<file path="src/rtl/nib_link_tx_pkg.sv">
package nib_link_tx_pkg;
  timeunit 1ns;
  timeprecision 1ps;

  // strobes from control to datapath
  typedef struct packed {
    logic clear;       // drop all held data
    logic loadStage;   // capture write word into staging register
    logic moveUnpack;  // staging word moves into the unpacking register
    logic moveWide;    // width applied to the moving word
    logic shiftNib;    // advance the unpacking register by one nibble
  } tx_strobe_t;

  typedef enum logic [1:0] {
    BUF_EMPTY = 2'b00,
    BUF_ONE   = 2'b01,
    BUF_FULL  = 2'b10
  } buf_stat_e;
endpackage

</file>
<file path="src/rtl/nib_link_tx_dp.sv">
module nib_link_tx_dp
  import nib_link_tx_pkg::*;
#(
  parameter int NIB_W       = 4,
  parameter int WIDE_NIBS   = 12,
  parameter int NARROW_NIBS = 8
) (
  input  logic                            clk,
  input  logic                            rstN,
  input  tx_strobe_t                      strobe,
  input  logic [NIB_W*WIDE_NIBS-1:0]      wrData,
  output logic [NIB_W-1:0]                headNib
);
  timeunit 1ns;
  timeprecision 1ps;

  localparam int WORD_W   = NIB_W * WIDE_NIBS;
  localparam int NARROW_W = NIB_W * NARROW_NIBS;
  localparam int PAD_W    = WORD_W - NARROW_W;

  logic [WORD_W-1:0] stgWord;
  logic [WORD_W-1:0] unpReg;
  logic [WORD_W-1:0] alignedWord;

  // narrow words are left-aligned so the top nibble is always sent first
  always_comb begin
    if (strobe.moveWide) alignedWord = stgWord;
    else                 alignedWord = {stgWord[NARROW_W-1:0], {PAD_W{1'b0}}};
  end

  always_ff @(posedge clk or negedge rstN) begin
    if (!rstN) begin
      stgWord <= '0;
      unpReg  <= '0;
    end else if (strobe.clear) begin
      stgWord <= '0;
      unpReg  <= '0;
    end else begin
      if (strobe.loadStage) stgWord <= wrData;
      if (strobe.moveUnpack)    unpReg <= alignedWord;
      else if (strobe.shiftNib) unpReg <= {unpReg[WORD_W-NIB_W-1:0], {NIB_W{1'b0}}};
    end
  end

  assign headNib = unpReg[WORD_W-1 -: NIB_W];

  // a move and a shift never coincide: the move only follows the last nibble
  p_move_shift_excl_r5: assert property (@(posedge clk) disable iff (!rstN)
    !(strobe.moveUnpack && strobe.shiftNib));
endmodule

</file>
<file path="src/rtl/nib_link_tx_ctrl.sv">
module nib_link_tx_ctrl
  import nib_link_tx_pkg::*;
#(
  parameter int WIDE_NIBS   = 12,
  parameter int NARROW_NIBS = 8
) (
  input  logic       clk,
  input  logic       rstN,
  input  logic       enable,
  input  logic       wideMode,
  input  logic       wrValid,
  input  logic       linkAck,
  output tx_strobe_t strobe,
  output logic       nibValid,
  output logic       linkClk,
  output logic       dmaReq,
  output logic [1:0] bufStat
);
  timeunit 1ns;
  timeprecision 1ps;

  localparam int CNT_W = $clog2(WIDE_NIBS);
  localparam logic [CNT_W-1:0] WIDE_LAST   = CNT_W'(WIDE_NIBS - 1);
  localparam logic [CNT_W-1:0] NARROW_LAST = CNT_W'(NARROW_NIBS - 1);

  logic             stgValid, unpValid, unpWide;
  logic             sending, lowPhase;
  logic [CNT_W-1:0] nibIdx;

  logic full, lastNib, finishing, moveWord, wrAcc, startWord;

  always_comb begin
    full      = stgValid & unpValid;
    lastNib   = (nibIdx == '0);
    finishing = sending & lowPhase & lastNib;
    moveWord  = stgValid & (~unpValid | finishing);
    wrAcc     = enable & wrValid & ~full;
    startWord = enable & unpValid & ~sending & linkAck;

    strobe.clear      = ~enable;
    strobe.loadStage  = wrAcc;
    strobe.moveUnpack = enable & moveWord;
    strobe.moveWide   = wideMode;
    strobe.shiftNib   = enable & sending & lowPhase & ~lastNib;
  end

  always_ff @(posedge clk or negedge rstN) begin
    if (!rstN) begin
      stgValid <= 1'b0;
      unpValid <= 1'b0;
      unpWide  <= 1'b0;
      sending  <= 1'b0;
      lowPhase <= 1'b0;
      nibIdx   <= '0;
    end else if (!enable) begin
      stgValid <= 1'b0;
      unpValid <= 1'b0;
      unpWide  <= 1'b0;
      sending  <= 1'b0;
      lowPhase <= 1'b0;
      nibIdx   <= '0;
    end else begin
      stgValid <= wrAcc | (stgValid & ~moveWord);
      if (moveWord) begin
        unpValid <= 1'b1;
        unpWide  <= wideMode;
      end else if (finishing) begin
        unpValid <= 1'b0;
      end
      if (startWord) begin
        sending  <= 1'b1;
        lowPhase <= 1'b0;
        nibIdx   <= unpWide ? WIDE_LAST : NARROW_LAST;
      end else if (sending) begin
        if (!lowPhase) begin
          lowPhase <= 1'b1;
        end else if (lastNib) begin
          sending  <= 1'b0;
          lowPhase <= 1'b0;
        end else begin
          lowPhase <= 1'b0;
          nibIdx   <= nibIdx - 1'b1;
        end
      end
    end
  end

  always_comb begin
    nibValid = sending;
    linkClk  = sending & ~lowPhase;
    dmaReq   = enable & ~full;
    if (full)                       bufStat = BUF_FULL;
    else if (stgValid | unpValid)   bufStat = BUF_ONE;
    else                            bufStat = BUF_EMPTY;
  end

  // a full buffer stays full until a word completes
  p_full_holds_r2: assert property (@(posedge clk) disable iff (!rstN)
    (enable && full && !finishing) |=> full);

  // no word starts at a boundary without acknowledge
  p_hold_no_ack_r8: assert property (@(posedge clk) disable iff (!rstN)
    (enable && !sending && !linkAck) |=> !sending);

  // a started word keeps running regardless of acknowledge
  p_word_runs_r8: assert property (@(posedge clk) disable iff (!rstN)
    (enable && sending && !finishing) |=> sending);

  // disable empties everything
  p_clear_on_disable_r9: assert property (@(posedge clk) disable iff (!rstN)
    !enable |=> (!stgValid && !unpValid && !sending));
endmodule

</file>
<file path="src/rtl/nib_link_tx.sv">
module nib_link_tx
  import nib_link_tx_pkg::*;
#(
  parameter int NIB_W       = 4,
  parameter int WIDE_NIBS   = 12,
  parameter int NARROW_NIBS = 8
) (
  input  logic                       clk,
  input  logic                       rstN,
  input  logic                       enable,
  input  logic                       wideMode,
  input  logic                       wrValid,
  input  logic [NIB_W*WIDE_NIBS-1:0] wrData,
  output logic                       dmaReq,
  output logic                       linkClk,
  output logic [NIB_W-1:0]           linkDat,
  input  logic                       linkAck,
  output logic [1:0]                 bufStat
);
  timeunit 1ns;
  timeprecision 1ps;

  tx_strobe_t       strobe;
  logic             nibValid;
  logic [NIB_W-1:0] headNib;

  nib_link_tx_ctrl #(
    .WIDE_NIBS  (WIDE_NIBS),
    .NARROW_NIBS(NARROW_NIBS)
  ) u_ctrl (
    .clk     (clk),
    .rstN    (rstN),
    .enable  (enable),
    .wideMode(wideMode),
    .wrValid (wrValid),
    .linkAck (linkAck),
    .strobe  (strobe),
    .nibValid(nibValid),
    .linkClk (linkClk),
    .dmaReq  (dmaReq),
    .bufStat (bufStat)
  );

  nib_link_tx_dp #(
    .NIB_W      (NIB_W),
    .WIDE_NIBS  (WIDE_NIBS),
    .NARROW_NIBS(NARROW_NIBS)
  ) u_dp (
    .clk    (clk),
    .rstN   (rstN),
    .strobe (strobe),
    .wrData (wrData),
    .headNib(headNib)
  );

  assign linkDat = nibValid ? headNib : '0;

  // empty buffer means a silent link
  p_idle_when_empty_r7: assert property (@(posedge clk) disable iff (!rstN)
    (bufStat == BUF_EMPTY) |-> (!linkClk && linkDat == '0));

  // data holds across the falling strobe edge (a disable may abort it)
  p_nib_stable_r6: assert property (@(posedge clk) disable iff (!rstN)
    ($fell(linkClk) && $past(enable)) |-> $stable(linkDat));
endmodule

</file>
<file path="config.mk">
export PLATFORM = sky130hd
export DESIGN_NAME = nib_link_tx
export DESIGN_NICKNAME = d
export VERILOG_FILES = /design/src/rtl/nib_link_tx_pkg.sv /design/src/rtl/nib_link_tx_dp.sv /design/src/rtl/nib_link_tx_ctrl.sv /design/src/rtl/nib_link_tx.sv
export SDC_FILE = /design/constraint.sdc
export NUM_CORES = 1
export LEC_CHECK = 0
export CAP_MARGIN = 10
export CORE_ASPECT_RATIO = 0.5
export CORE_MARGIN = 2
export CORE_UTILIZATION = 56
export CTS_CLUSTER_DIAMETER = 100
export DETAILED_ROUTE_END_ITERATION = 16
export GPL_ROUTABILITY_DRIVEN = 0
export HOLD_SLACK_MARGIN = 0.08
export PLACE_DENSITY = 0.8
export SLEW_MARGIN = 30
export SYNTH_ARGS = -nofsm -noshare
export SYNTH_HDL_FRONTEND = slang
export SYNTH_HIERARCHICAL = 1
export SYNTH_SLANG_ARGS = --single-unit
export TNS_END_PERCENT = 20
</file>
<file path="constraint.sdc">
create_clock -name clk -period 2.4 [get_ports clk]
set_input_delay 0.36 -clock clk [delete_from_list [all_inputs] [get_ports clk]]
set_output_delay 0.36 -clock clk [all_outputs]
set_load 0.1 [all_outputs]
</file>
==> summary.md, run 1 <==
| Metric | Value |
|---|---|
| Clock Path Buffers | `2` |
| DP HPWL | `8030 µm` |
| Async S/R FF share, synth | `1.00` |
| Routed WL per cell | `around 20 µm` |
| Final Max Tran Viols | `0` |
| EDFF count, synth | `0` |
| Met2 Use GR | `0.380` |
| Synth Cell Area | `5280 µm²` |
| Clk_lat worst skew | `approximately 0.35 ns` |
| Leakage | `about 2.6 nW` |
| Grt met1 use | `0.352` |
| Register area share after synthesis | `0.497` |
| CP Data Required Time | `2.62 ns` |
| CTS clock-pin slew for the worst setup and hold paths | `roughly 0.07 ns` |
| Setup crit start kind | `flip-flop` |
| DR vias | `roughly 3400` |
| First-pass detailed-route iteration total | `4` |
| Syn Inst Count | `slightly above 400` |
| GRT Max-Usage Layer | `met2` |
| Commonest non-fill, non-tap cell in the layout | `mux2i_1` |
| Design area | `6230 µm²` |
| Total count of hold-check failures in the final report | `0` |
| Largest cells by area after synthesis | `dfrtp_1 50%, mux2i_1 23%, o22ai_2 7.3%` |
| Area grow syn2layout | `18.0%` |
| Remaining antenna violation count | `0` |
| Setup Crit Path Kind | `flip-flop to flip-flop` |
| Most frequent cells in the layout | `124 x mux2i_1, 105 x dfrtp_1, 51 x clkdlybuf4s50_1, 51 x nor2_1, 31 x o22ai_2` |
| Initial antenna violation count | `0` |
| DRC violations left | `0` |
| Crit share post-route | `0.932` |
| Status | `completed` |
| Vias in the first global route | `about 3600` |
| Warnings, synthesis | `6` |
| Final Skew | `0.00672 ns` |
| Worst vdd ir | `about 0.00040 V` |
| Number of cells in the finished layout apart from fillers | `585` |
| Fmax | `between 400 and 500 MHz` |
| Placement Cell Area | `about 6000 µm²` |
| Share of cells above drive strength 1 | `0.192` |
| Setup Total Neg Slack | `0 ns` |
| Syn_nets | `471` |
| Global-route wire length before repair | `between 15000 and 20000 µm` |
| Pwr per Cell Area | `between 600 and 700 nW/µm²` |
| DRT iter0 DRCs | `roughly 220` |
| Buffers on Ports | `61` |
| Crit path max fanout | `23` |
| Area leader, netlist | `dfrtp_1` |
| Critical Path Sink Type | `flip-flop` |
| Final setup vio count | `0` |
| Synth Flop Type | `dfrtp_1` |
| Slew headroom | `0.656` |
| RSZ-0062 raised after global routing | `false` |
| Total Wirelength | `11400 µm` |
| Nets | `slightly above 500` |
| Diode count | `0` |
| Starting density of the core | `0.592` |
| Slew at the pin closest to its max-slew limit | `about 0.51 ns` |
| CTS tree | `yes` |
| Power consumption | `~3.8 mW` |
| Post-synthesis register bit count | `105` |
| Worst EP arrival | `2.46 ns` |
| Clock net sink count | `around 110` |
| CTS H-tree lvls | `3` |
| Die ar. | `about 10000 µm²` |
| Area share of the largest cell type after synthesis | `0.497` |
| Largest net degree at the start of global routing | `46` |
| Dpl cells | `568` |
| WHS | `between 0.4 and 0.5 ns` |
| Tmin final | `2.24 ns` |
| I/O Pins | `between 60 and 70` |
| # rows | `24` |
| Max Cap Viol | `0` |
| Clock root cell | `clkbuf_16` |
| Yosys cell types | `42` |
| Hold Path Class | `input pin to async pin` |
| Grt met3 use | `0.0525` |
| Die height | `around 73 µm` |
| Total CTS buffers | `9` |
| X dimension of the die | `roughly 140 µm` |
| Avg Vias per Cell | `around 5.8` |
| Gr usage total | `0.243` |
| Avg Cell Area, Syn | `12.7 µm²` |
| Grt ovf | `0` |
| Core area | `8920 µm²` |
synthesized netlist by cell type, types with 2 or more instances:
master     count
nor2b_1        3
and2_1         5
mux2i_1      124
buf_1          2
inv_1          5
nor2_1        52
o2bb2ai_2      9
nor3_1         2
buf_4         18
o21ai_0        2
o22ai_2       31
dfrtp_1      105
buf_6          9
a21oi_1        3
xnor2_1        2
clkbuf_1       2
buf_2          4
a22o_1         4
clkbuf_4       3
nand2_1        5
ha_1           2
o2bb2ai_1      3
layout make-up:
cell class                 instances  area, µm²
fill                             622       2690
timing repair buffer              76        811
sequential                       105       2630
clock buffer                      12        256
multi-input combinational        265       2340
inverter                           6       22.5
tap                              117        146
clock inverter                     4       27.5
kinds of logic after synthesis:
logic type,synth area share
compound gates,0.127
xor+xnor,0.00497
fa+ha+maj,0.00474
buf+inv,0.0628
flops,0.497
mux,0.237
simple gates,0.0656
timing repair:
action                    in CTS  in global routing
buffers inserted               0                  0
hold endpoints to repair      24                  0
gates resized for setup        0                  0
hold buffers                   1                  0
final timing paths:
kind	start	end	slack, ns	cells past startpoint
min in group clk	u_dp/unpReg[0]	u_dp/unpReg[0]	0.51	1
worst min-delay path	rstN	u_dp/stgWord[4]	0.46	2
max in group asynchronous	rstN	u_dp/unpReg[26]	1.12	3
worst max register to register	u_ctrl/nibIdx[0]	u_dp/unpReg[46]	0.16	8
worst max-delay path	u_ctrl/nibIdx[0]	u_dp/unpReg[46]	0.16	8
worst min register to register	u_dp/unpReg[0]	u_dp/unpReg[0]	0.51	1
worst max-delay path: stages, from the launching register on:
cell and delay (ns):
dfrtp_1 0.40, inv_1 0.06, ha_1 0.17, nor3b_4 0.21, a31o_2 0.23, nor2b_1 0.46
or2_2 0.27, buf_12 0.21, o22ai_1 0.10
layer usage:
metal,part of all wire,vias to the layer above
met1,0.49,1761
met3,0.041,10
met4,0.010,0
li1,-,1581
met2,0.46,61
met5,0,-
metrics by stage:
stage	utilization	setup slack, ns
2_1_floorplan	-	0.179
3_3_place_gp	0.666	0.241
3_5_place_dp	0.666	0.198
4_1_cts	0.699	0.172
5_1_grt	0.699	0.0568
6_report	0.699	0.164
report_power, final:
group,switching (mW),total (mW),internal [mW]
Combinational,0.255,0.477,0.222
Sequential,0.0584,1.88,1.82
Clock,0.643,1.40,0.759
registers in the layout, indices dropped and copies added, names as in the netlist:
name	count
u_dp/stgWord	48
u_dp/unpReg	48
u_ctrl/nibIdx	4
u_ctrl/lowPhase	1
u_ctrl/nibValid	1
u_ctrl/stgValid	1
u_ctrl/unpValid	1
u_ctrl/unpWide	1
No activity file was read; power rests on OpenSTA's default activity.
==> run 2: changes to the inputs <==
PLACE_DENSITY = unset   (was 0.8)
PLACE_DENSITY_LB_ADDON = 0.2   (was unset)
SKIP_LAST_GASP = 1   (was unset)
==> summary.md, run 2 (synthesized netlist as in run 1, its figures left out) <==
| Metric | Value |
|---|---|
| Status | `completed` |
| Most frequent cells in the layout | `124 x mux2i_1, 105 x dfrtp_1, 51 x clkdlybuf4s50_1, 51 x nor2_1, 31 x o22ai_2` |
| Max Cap Viol | `0 (unchanged)` |
| Final Max Tran Viols | `0 (unchanged)` |
| Clk_lat worst skew | `0.35 ns (about the same)` |
| Remaining antenna violation count | `0 (unchanged)` |
| Fmax | `457 MHz (+2.3%)` |
| Setup Crit Path Kind | `flip-flop to flip-flop` |
| Design area | `6270 µm² (+0.56%)` |
| Setup Total Neg Slack | `0 ns (unchanged)` |
| Die ar. | `10300 µm² (unchanged)` |
| Dpl cells | `571 (+0.53%)` |
| Setup Fix Bufs, Post-CTS | `0 (unchanged)` |
| DR vias | `3436 (+0.67%)` |
| Critical Path Sink Type | `flip-flop` |
| Worst vdd ir | `0.000410 V (+1.5%)` |
| Total CTS buffers | `9 (unchanged)` |
| Global-route wire length before repair | `18700 µm (-1.6%)` |
| Placement Cell Area | `5960 µm² (+0.38%)` |
| Number of cells in the finished layout apart from fillers | `588 (+0.51%)` |
| WHS | `0.458 ns (-0.00111 ns)` |
| X dimension of the die | `141 µm (unchanged)` |
| RSZ-0062 raised after global routing | `false` |
| Worst slack at placement | `0.188 ns (-0.00985 ns)` |
| Area grow syn2layout | `18.6%` |
| DRT iter0 DRCs | `265 (+18%)` |
| Setup crit start kind | `flip-flop` |
| Diode count | `0 (unchanged)` |
| CP Data Required Time | `2.63 ns (about the same)` |
| Setup ws final | `0.214 ns (+0.0495 ns)` |
| Commonest non-fill, non-tap cell in the layout | `mux2i_1` |
| Clock Path Buffers | `2 (unchanged)` |
| DP HPWL | `7990 µm (-0.50%)` |
| CTS clock-pin slew for the worst setup and hold paths | `0.07 ns (about the same)` |
| I/O Pins | `62 (unchanged)` |
| Crit share post-route | `0.911 (-0.0206)` |
| Worst EP arrival | `2.41 ns (-0.05 ns)` |
| Slew at the pin closest to its max-slew limit | `0.564 ns (+0.0521 ns)` |
| Clock root cell | `clkbuf_16` |
| Pwr per Cell Area | `602 nW/µm² (-0.23%)` |
| Crit path max fanout | `20 (-13%)` |
| First-pass detailed-route iteration total | `4 (unchanged)` |
| Share of cells above drive strength 1 | `0.202 (+0.00939)` |
| Core area | `8920 µm² (unchanged)` |
| CTS H-tree lvls | `3 (unchanged)` |
| Total Wirelength | `11200 µm (-1.6%)` |
| Hold Path Origin | `u_ctrl/unpWide` |
| Total count of hold-check failures in the final report | `0 (unchanged)` |
| Worst r2r src | `u_ctrl/nibIdx[0]` |
| Avg Vias per Cell | `5.84 (+0.16%)` |
| Gr usage total | `0.239 (-0.00431)` |
| Hold Path Class | `flip-flop to flip-flop` |
| Initial antenna violation count | `0 (unchanged)` |
| Buffers on Ports | `61 (unchanged)` |
| Leakage | `2.64 nW (+1.0%)` |
| Final Core Density | `0.703 (+0.00393)` |
| Final Skew | `0.00499 ns (-0.00173 ns)` |
| Grt ovf | `0 (unchanged)` |
| Power consumption | `3.77 mW (+0.33%)` |
| # rows | `24 (unchanged)` |
| Clock net sink count | `105 (unchanged)` |
| Nets | `522 (+0.58%)` |
| Largest registers | `u_dp/stgWord x48, u_dp/unpReg x48, u_ctrl/nibIdx x4` |
| Worst Setup SP | `u_ctrl/nibIdx[0]` |
| Slew headroom | `0.624 (-0.0321)` |
| Final setup vio count | `0 (unchanged)` |
| Vias in the first global route | `3520 (-1.9%)` |
| DRC violations left | `0 (unchanged)` |
| Starting density of the core | `0.592 (unchanged)` |
| Routed WL per cell | `19.1 µm (-2.1%)` |
| Die height | `72.7 µm (unchanged)` |
| CTS tree | `yes` |
| Largest net degree at the start of global routing | `42 (-8.7%)` |
| Tmin final | `2.19 ns (-0.0495 ns)` |
==> run 2: cell count changes in the layout (fill, tap and decap cells not counted), sizes merged <==
| cell | previous run | this run |
|---|---|---|
| buf | 24 | 27 |
| inv | 6 | 7 |
| clkinv | 1 | 3 |
| clkbuf | 12 | 11 |
| clkinvlp | 3 | 1 |
==> run 2: critical path, stage by stage (launching register included) <==
cell,delay (ns)
dfrtp_1,0.40
inv_1,0.06
ha_1,0.16
nor3b_4,0.19
a31o_2,0.23
nor2b_1,0.34
or2_2,0.35
buf_12,0.22
o2bb2ai_1,0.09
==> run 2: final timing paths <==
check | endpoint | slack (ns) | depth (start not counted)
worst max register to register | u_dp/unpReg[4] | 0.21 | 8
worst min register to register | u_ctrl/nibIdx[2] | 0.46 | 1
min in group asynchronous | u_dp/unpReg[0] | 0.53 | 2
worst max-delay path | u_dp/unpReg[4] | 0.21 | 8
worst min-delay path | u_ctrl/nibIdx[2] | 0.46 | 1
max in group asynchronous | u_dp/stgWord[22] | 1.06 | 3
==> run 2: final cells by class <==
cell class                      count  area (µm²)
Inverter                            6        22.5
Clock inverter                      5        38.8
Timing Repair Buffer               79         833
Tap cell                          117         146
Clock buffer                       11         253
Fill cell                         608        2650
Multi-Input combinational cell    265        2340
Sequential cell                   105        2630
==> run 2: routing by layer <==
| metal | share of wire | wire (µm) | GRT usage | vias up |
|---|---|---|---|---|
| li1 | - | - | - | 1580 |
| met1 | 0.52 | 5820 | 0.368 | 1766 |
| met2 | 0.43 | 4820 | 0.333 | 82 |
| met3 | 0.046 | 512 | 0.0643 | 8 |
| met4 | 0.0083 | 93 | 0.0644 | 0 |
| met5 | 0 | 0 | 0 | - |
==> run 2: power breakdown <==
part | internal (mW) | switching [mW] | total, mW
Sequential | 1.82 | 0.0589 | 1.88
Clock | 0.766 | 0.649 | 1.41
Combinational | 0.222 | 0.255 | 0.477
==> run 2: what timing repair did <==
action	in CTS	in global routing
hold endpoints to repair	38	0
hold buffers	1	0
gates resized for setup	0	1
setup endpoints to repair	0	3
